## config.mk

```make
export PLATFORM = sky130hd
export DESIGN_NAME = fracdiv_clkgen
export DESIGN_NICKNAME = d
export VERILOG_FILES = /design/src/rtl/fracdiv_pkg.sv /design/src/rtl/fracdiv_stage_reg.sv /design/src/rtl/fracdiv_commit.sv /design/src/rtl/fracdiv_core.sv /design/src/rtl/fracdiv_clkgen.sv
export SDC_FILE = /design/constraint.sdc
export NUM_CORES = 1
export LEC_CHECK = 0
export BUFFER_PORTS_ARGS = -buffer_cell sky130_fd_sc_hd__buf_4
export CAP_MARGIN = 15
export CORE_ASPECT_RATIO = 1.25
export CORE_MARGIN = 1
export CORE_UTILIZATION = 40
export DETAILED_ROUTE_END_ITERATION = 6
export GPL_ROUTABILITY_DRIVEN = 0
export GPL_TIMING_DRIVEN = 1
export REMOVE_ABC_BUFFERS = 1
export SLEW_MARGIN = 20
export SYNTH_ARGS = -nofsm -noshare
export SYNTH_HDL_FRONTEND = slang
export SYNTH_SLANG_ARGS = --single-unit
```

## constraint.sdc

```tcl
create_clock -name clk -period 3.8 [get_ports clk]
set_input_delay 0 -clock clk [delete_from_list [all_inputs] [get_ports clk]]
set_output_delay 0 -clock clk [all_outputs]
set_load 0.005 [all_outputs]
```

## src/rtl/fracdiv_pkg.sv

```systemverilog
package fracdiv_pkg;
  // Commit channel state: idle, or holding a captured setting until the next pulse boundary
  typedef enum logic {
    CM_IDLE = 1'b0,
    CM_WAIT = 1'b1
  } cm_state_t;
endpackage

```

## src/rtl/fracdiv_stage_reg.sv

```systemverilog
module fracdiv_stage_reg #(
  parameter int REG_W = 16
) (
  input  logic             clk,
  input  logic             rst_n,
  input  logic             we,
  input  logic [REG_W-1:0] wmask,
  input  logic [REG_W-1:0] wdata,
  output logic [REG_W-1:0] q
);
  logic [REG_W-1:0] q_d;

  // Field replacement: masked bits take new data, the rest keep their value
  always_comb begin
    q_d = (q & ~wmask) | (wdata & wmask);
  end

  always_ff @(posedge clk or negedge rst_n) begin
    if (!rst_n) begin
      q <= '0;
    end else if (we) begin
      q <= q_d;
    end
  end
endmodule

```

## src/rtl/fracdiv_commit.sv

```systemverilog
module fracdiv_commit
  import fracdiv_pkg::*;
#(
  parameter int PW = 8
) (
  input  logic          clk,
  input  logic          rst_n,
  input  logic          go,
  input  logic          gate_open,
  input  logic          boundary,
  input  logic          bad,
  input  logic [PW-1:0] pay_in,
  output logic          busy,
  output logic          apply,
  output logic          accepted,
  output logic          err_set,
  output logic [PW-1:0] pay_q
);
  cm_state_t st_q;
  cm_state_t st_d;

  always_comb begin
    st_d     = st_q;
    apply    = 1'b0;
    accepted = 1'b0;
    err_set  = 1'b0;
    case (st_q)
      CM_IDLE: begin
        if (go) begin
          if (gate_open && !bad) begin
            accepted = 1'b1;
            st_d     = CM_WAIT;
          end else begin
            err_set = 1'b1;
          end
        end
      end
      CM_WAIT: begin
        if (!gate_open) begin
          err_set = 1'b1;
          st_d    = CM_IDLE;
        end else if (boundary) begin
          apply = 1'b1;
          st_d  = CM_IDLE;
        end
      end
      default: st_d = CM_IDLE;
    endcase
  end

  always_ff @(posedge clk or negedge rst_n) begin
    if (!rst_n) begin
      st_q <= CM_IDLE;
    end else begin
      st_q <= st_d;
    end
  end

  // Setting captured at acceptance so later staging writes cannot disturb it
  always_ff @(posedge clk or negedge rst_n) begin
    if (!rst_n) begin
      pay_q <= '0;
    end else if (accepted) begin
      pay_q <= pay_in;
    end
  end

  assign busy = (st_q == CM_WAIT);
endmodule

```

## src/rtl/fracdiv_core.sv

```systemverilog
module fracdiv_core #(
  parameter int DIV_W  = 8,
  parameter int FRAC_W = 3
) (
  input  logic             clk,
  input  logic             rst_n,
  input  logic             tick,
  input  logic             run,
  input  logic             restart,
  input  logic [DIV_W-1:0] div_field,
  output logic             fire,
  output logic             en_q
);
  localparam int ACC_W = DIV_W + 2;
  localparam logic [ACC_W-1:0] ONE = ACC_W'(1) << FRAC_W;

  logic [ACC_W-1:0] acc_q;
  logic [ACC_W-1:0] acc_d;
  logic [ACC_W-1:0] divisor;
  logic [ACC_W-1:0] sum;
  logic             step;

  always_comb begin
    divisor = {2'b00, div_field} + ONE;
    step    = tick & run;
    sum     = acc_q + ONE;
    fire    = step && (sum >= divisor);
    acc_d   = acc_q;
    if (restart) begin
      acc_d = '0;
    end else if (step) begin
      acc_d = fire ? (sum - divisor) : sum;
    end
  end

  always_ff @(posedge clk or negedge rst_n) begin
    if (!rst_n) begin
      acc_q <= '0;
      en_q  <= 1'b0;
    end else begin
      acc_q <= acc_d;
      en_q  <= fire;
    end
  end
endmodule

```

## src/rtl/fracdiv_clkgen.sv

```systemverilog
module fracdiv_clkgen #(
  parameter int NPAR    = 4,
  parameter int SEL_W   = 3,
  parameter int DIV_W   = 8,
  parameter int FRAC_W  = 3,
  parameter int REG_W   = 16,
  parameter bit HAS_PRE = 1'b1
) (
  input  logic                    clk,
  input  logic                    rst_n,
  input  logic [NPAR-1:0]         par_tick,
  input  logic                    gate_open,
  input  logic                    st_we,
  input  logic [REG_W-1:0]        st_wmask,
  input  logic [REG_W-1:0]        st_wdata,
  input  logic                    trig_go,
  input  logic                    pre_go,
  output logic [REG_W-1:0]        st_rdata,
  output logic                    trig_busy,
  output logic                    pre_busy,
  output logic [DIV_W-1:0]        act_div,
  output logic [$clog2(NPAR)-1:0] act_idx,
  output logic                    trig_err,
  output logic                    clk_en_out
);
  localparam int IDX_W   = $clog2(NPAR);
  localparam int SEL_LSB = DIV_W;
  localparam logic [SEL_W-1:0] NPAR_L = SEL_W'(NPAR);

  logic [REG_W-1:0] stage_q;
  logic [DIV_W-1:0] st_div;
  logic [SEL_W-1:0] st_sel;
  logic [IDX_W-1:0] st_idx;
  logic             sel_ok;

  logic             div_busy, div_apply, div_acc, div_err;
  logic [DIV_W-1:0] div_pay;
  logic             sel_busy, sel_apply, sel_acc, sel_err;
  logic [IDX_W-1:0] sel_pay;

  logic [DIV_W-1:0] act_div_q;
  logic [IDX_W-1:0] act_idx_q;
  logic             err_q, err_d;
  logic             fire;
  logic             sel_tick;

  fracdiv_stage_reg #(.REG_W(REG_W)) u_stage (
    .clk   (clk),
    .rst_n (rst_n),
    .we    (st_we),
    .wmask (st_wmask),
    .wdata (st_wdata),
    .q     (stage_q)
  );

  // Selector decode: odd codes name parent code>>1
  always_comb begin
    st_div = stage_q[DIV_W-1:0];
    st_sel = stage_q[SEL_LSB +: SEL_W];
    st_idx = st_sel[1 +: IDX_W];
    sel_ok = st_sel[0] && ({1'b0, st_sel[SEL_W-1:1]} < NPAR_L);
  end

  generate
    if (HAS_PRE) begin : g_pre
      fracdiv_commit #(.PW(DIV_W)) u_div_cm (
        .clk       (clk),
        .rst_n     (rst_n),
        .go        (trig_go),
        .gate_open (gate_open),
        .boundary  (fire),
        .bad       (1'b0),
        .pay_in    (st_div),
        .busy      (div_busy),
        .apply     (div_apply),
        .accepted  (div_acc),
        .err_set   (div_err),
        .pay_q     (div_pay)
      );
      fracdiv_commit #(.PW(IDX_W)) u_sel_cm (
        .clk       (clk),
        .rst_n     (rst_n),
        .go        (pre_go),
        .gate_open (gate_open),
        .boundary  (fire),
        .bad       (~sel_ok),
        .pay_in    (st_idx),
        .busy      (sel_busy),
        .apply     (sel_apply),
        .accepted  (sel_acc),
        .err_set   (sel_err),
        .pay_q     (sel_pay)
      );
    end else begin : g_joint
      logic [DIV_W+IDX_W-1:0] joint_pay;
      fracdiv_commit #(.PW(DIV_W+IDX_W)) u_cm (
        .clk       (clk),
        .rst_n     (rst_n),
        .go        (trig_go | pre_go),
        .gate_open (gate_open),
        .boundary  (fire),
        .bad       (~sel_ok),
        .pay_in    ({st_idx, st_div}),
        .busy      (div_busy),
        .apply     (div_apply),
        .accepted  (div_acc),
        .err_set   (div_err),
        .pay_q     (joint_pay)
      );
      assign div_pay   = joint_pay[DIV_W-1:0];
      assign sel_pay   = joint_pay[DIV_W +: IDX_W];
      assign sel_busy  = div_busy;
      assign sel_apply = div_apply;
      assign sel_acc   = 1'b0;
      assign sel_err   = 1'b0;
    end
  endgenerate

  always_ff @(posedge clk or negedge rst_n) begin
    if (!rst_n) begin
      act_div_q <= '0;
    end else if (div_apply) begin
      act_div_q <= div_pay;
    end
  end

  always_ff @(posedge clk or negedge rst_n) begin
    if (!rst_n) begin
      act_idx_q <= '0;
    end else if (sel_apply) begin
      act_idx_q <= sel_pay;
    end
  end

  // Error flag: set wins over clear
  always_comb begin
    err_d = err_q;
    if (div_err || sel_err) begin
      err_d = 1'b1;
    end else if (div_acc || sel_acc) begin
      err_d = 1'b0;
    end
  end

  always_ff @(posedge clk or negedge rst_n) begin
    if (!rst_n) begin
      err_q <= 1'b0;
    end else begin
      err_q <= err_d;
    end
  end

  assign sel_tick = par_tick[act_idx_q];

  fracdiv_core #(.DIV_W(DIV_W), .FRAC_W(FRAC_W)) u_core (
    .clk       (clk),
    .rst_n     (rst_n),
    .tick      (sel_tick),
    .run       (gate_open),
    .restart   (div_apply | sel_apply),
    .div_field (act_div_q),
    .fire      (fire),
    .en_q      (clk_en_out)
  );

  assign st_rdata  = stage_q;
  assign trig_busy = div_busy;
  assign pre_busy  = sel_busy;
  assign act_div   = act_div_q;
  assign act_idx   = act_idx_q;
  assign trig_err  = err_q;
endmodule

```

==> run summary <==
Area delta synth->final - 34.64%
Post-synth EDFFs - 0
Top-area cell type share of the netlist area - 47.06%
Core area - 6286 um^2
Vias/cell - 5.148
Final setup vio count - 0
Synth Warn # - 0
Nets - 387
Setup crit start kind - register
Fin crit period - 3.039 ns
RSZ-0062 raised after global routing - false
Die ar. - 6979 um^2
Vias in the first global route - 2250
Pre-antenna DRT Iters - 4
Async SR Flop Fraction - 100.0%
Final HPWL DP - 4374 um
Area post-placement - 3267 um^2
Number of cells on the worst hold path - 3
First-pass GRT wire length - 10340 um
Main flop type after synthesis - dfrtp_1
Clk_skew - 0.009284 ns
FMAX - 329.1 MHz
Util after Layout - 56.95%
DRT antenna net count - 0
Mapped Avg Cell Area - 11.03 um^2
Mux share of post-synthesis cell area - 16.09%
Final wirelength - 6068 um
CTS Buf Count - 5
Synth Instances - 241
Top area cells in the synthesized netlist - dfrtp_1, mux2_2, ha_1
Clk sinks - 50
Initial antenna violation count - 0
Largest net degree at the start of global routing - 51
Most frequent cells in the layout - buf_4, dfrtp_1, mux2_2
DRT iter0 DRCs - 59
# rows - 32
All-layer global routing usage - 19.48%
Worst-Margin Slew - 0.6613 ns
Clock tree buffer depth - 2
Wire per inst - 14.48 um
Die Wd - 74.92 um
Resized cells post-CTS - 0
Layout cells sized above 1 - 36.53%
CTS clk-pin slew, worst paths - 0.10 ns
Root buffer cell - clkbuf_8
Final Cell Area - 3580 um^2
Critical Path RT - 4.00 ns
Critical path class - register to register
Synth Area in Simple Gates - 13.51%
Largest family of logic cells by synthesized area - multiplexers
Power per Cell Area - 725.2 nW/um^2
Filler Cell Count - 559
Crit share post-route - 79.97%
Status - complete, no violations
Reg2reg path depth - 10
IO Pins - 72
XOR/XNOR share of the synthesized area - 3.953%
Die Ht - 93.15 um
Setup TNS - 0 ns
Seq/Total Area, Yosys - 47.06%
Critical Path End Type - register
Hold Vio Cnt, Final - 0
Yosys cell types - 46
Total number of vias - 2157
Compound-cell area share of the yosys netlist - 11.06%
Leak - 0.001669 uW
Worst Hold Class - primary input to register
Slew margin rel. - 55.91%
Pins over their slew limit - 0
Synthesized area - 2659 um^2
Maximum level of the CTS H-tree - 2
Port bufs - 71
Overall power - 2596 uW
Synth Area in Adders - 5.929%
Aggregate global routing overflow - 0
Cell taking the most area after synthesis - dfrtp_1
Reg2reg setup slack - 0.76 ns
Most common cell after layout, fill and taps aside - buf_4
Flops & latches, synth - 50
Starting density of the core - 42.30%
Crit-path max FO - 7
Crit path DAT - 3.24 ns
CTS tree - done
Max_cap viols - 0
Antenna cells - 0
Max VDD drop - 0.0003273 V
Drc violations - 0
Clock Latency Late Sink - 0.31 ns
==> per-stage QoR <==
step / hold WS, ns / cells / setup slack, ns
final: 0.01648 / 419 / 0.7612
after global routing: 0.004905 / 419 / 0.4854
after CTS: 0.007906 / 419 / 0.7639
after detailed placement: 0.07598 / 391 / 0.7994
after global placement: 0.07077 / 391 / 0.8640
after floorplan: -0.2956 / 235 / 1.117
==> power by group <==
group	switching, uW	internal [uW]	leakage, uW
logic	687	676	0.00101
clock network	186	198	0.0000585
registers	152	698	0.000602
==> cell usage after synthesis (2+ instances only) <==
cell	count
nand4_1	2
o31ai_1	2
ha_1	11
nand2_1	31
a21o_1	3
o211ai_1	2
a211o_1	2
nor3_1	4
xnor2_1	9
a32oi_1	2
xor2_1	3
inv_1	7
nand3_1	8
nor2b_1	4
dfrtp_1	50
mux2_2	36
o21ai_0	12
a2111oi_0	2
a21oi_1	13
clkbuf_1	4
and3_1	2
nor2_1	8
==> cell type report <==
type / instances / area (um^2) / area share (%)
Multi-Input combinational cell: 177 / 1344 / 37.54
Sequential cell: 50 / 1251 / 34.95
Timing Repair Buffer: 91 / 733.2 / 20.48
Tap cell: 85 / 106.4 / 2.971
Clock buffer: 5 / 68.82 / 1.922
Clock inverter: 3 / 43.79 / 1.223
Inverter: 8 / 32.53 / 0.9088
==> critical path, cell delays in order, from the launching register on <==
cell and delay (ns):
dfrtp_1 0.43, ha_1 0.27, nand3_1 0.14, xnor2_1 0.16, ha_1 0.36, a21oi_1 0.15, o21ai_0 0.11, o21ai_0 0.43
nor2b_1 0.48, nor3_1 0.12, o32a_1 0.29
==> logic make-up after synthesis <==
family          after synthesis
simple gates                 70
flops                        50
xor+xnor                     12
compound gates               46
fa+ha+maj                    12
buf+inv                      14
mux                          37
==> layer usage <==
metal / vias up / track usage, % / share of wire (%)
li1: 1052 / - / -
met3: 13 / 3.879 / 4.3
met4: 0 / 8.805 / 3.0
met1: 1033 / 23.31 / 42
met5: - / 0 / 0
met2: 59 / 33.03 / 51
==> what timing repair did <==
action,4_1_cts,5_1_grt
hold endpoints to repair,69,0
hold buffers,20,0
buffers inserted,0,0
==> path summary, 6_finish.rpt <==
path | from | end
max in group asynchronous | rst_n | u_core.acc_q[8]$_DFFE_PN0P_
min | st_wmask[2] | register
max | u_core.acc_q[3]$_DFFE_PN0P_ | u_core.acc_q[7]$_DFFE_PN0P_
min reg2reg | u_core.acc_q[2]$_DFFE_PN0P_ | u_core.acc_q[2]$_DFFE_PN0P_
min in group asynchronous | rst_n | u_core.acc_q[9]$_DFFE_PN0P_
max reg2reg | u_core.acc_q[3]$_DFFE_PN0P_ | u_core.acc_q[7]$_DFFE_PN0P_
Note: power is estimated with default switching activity, not from simulation.
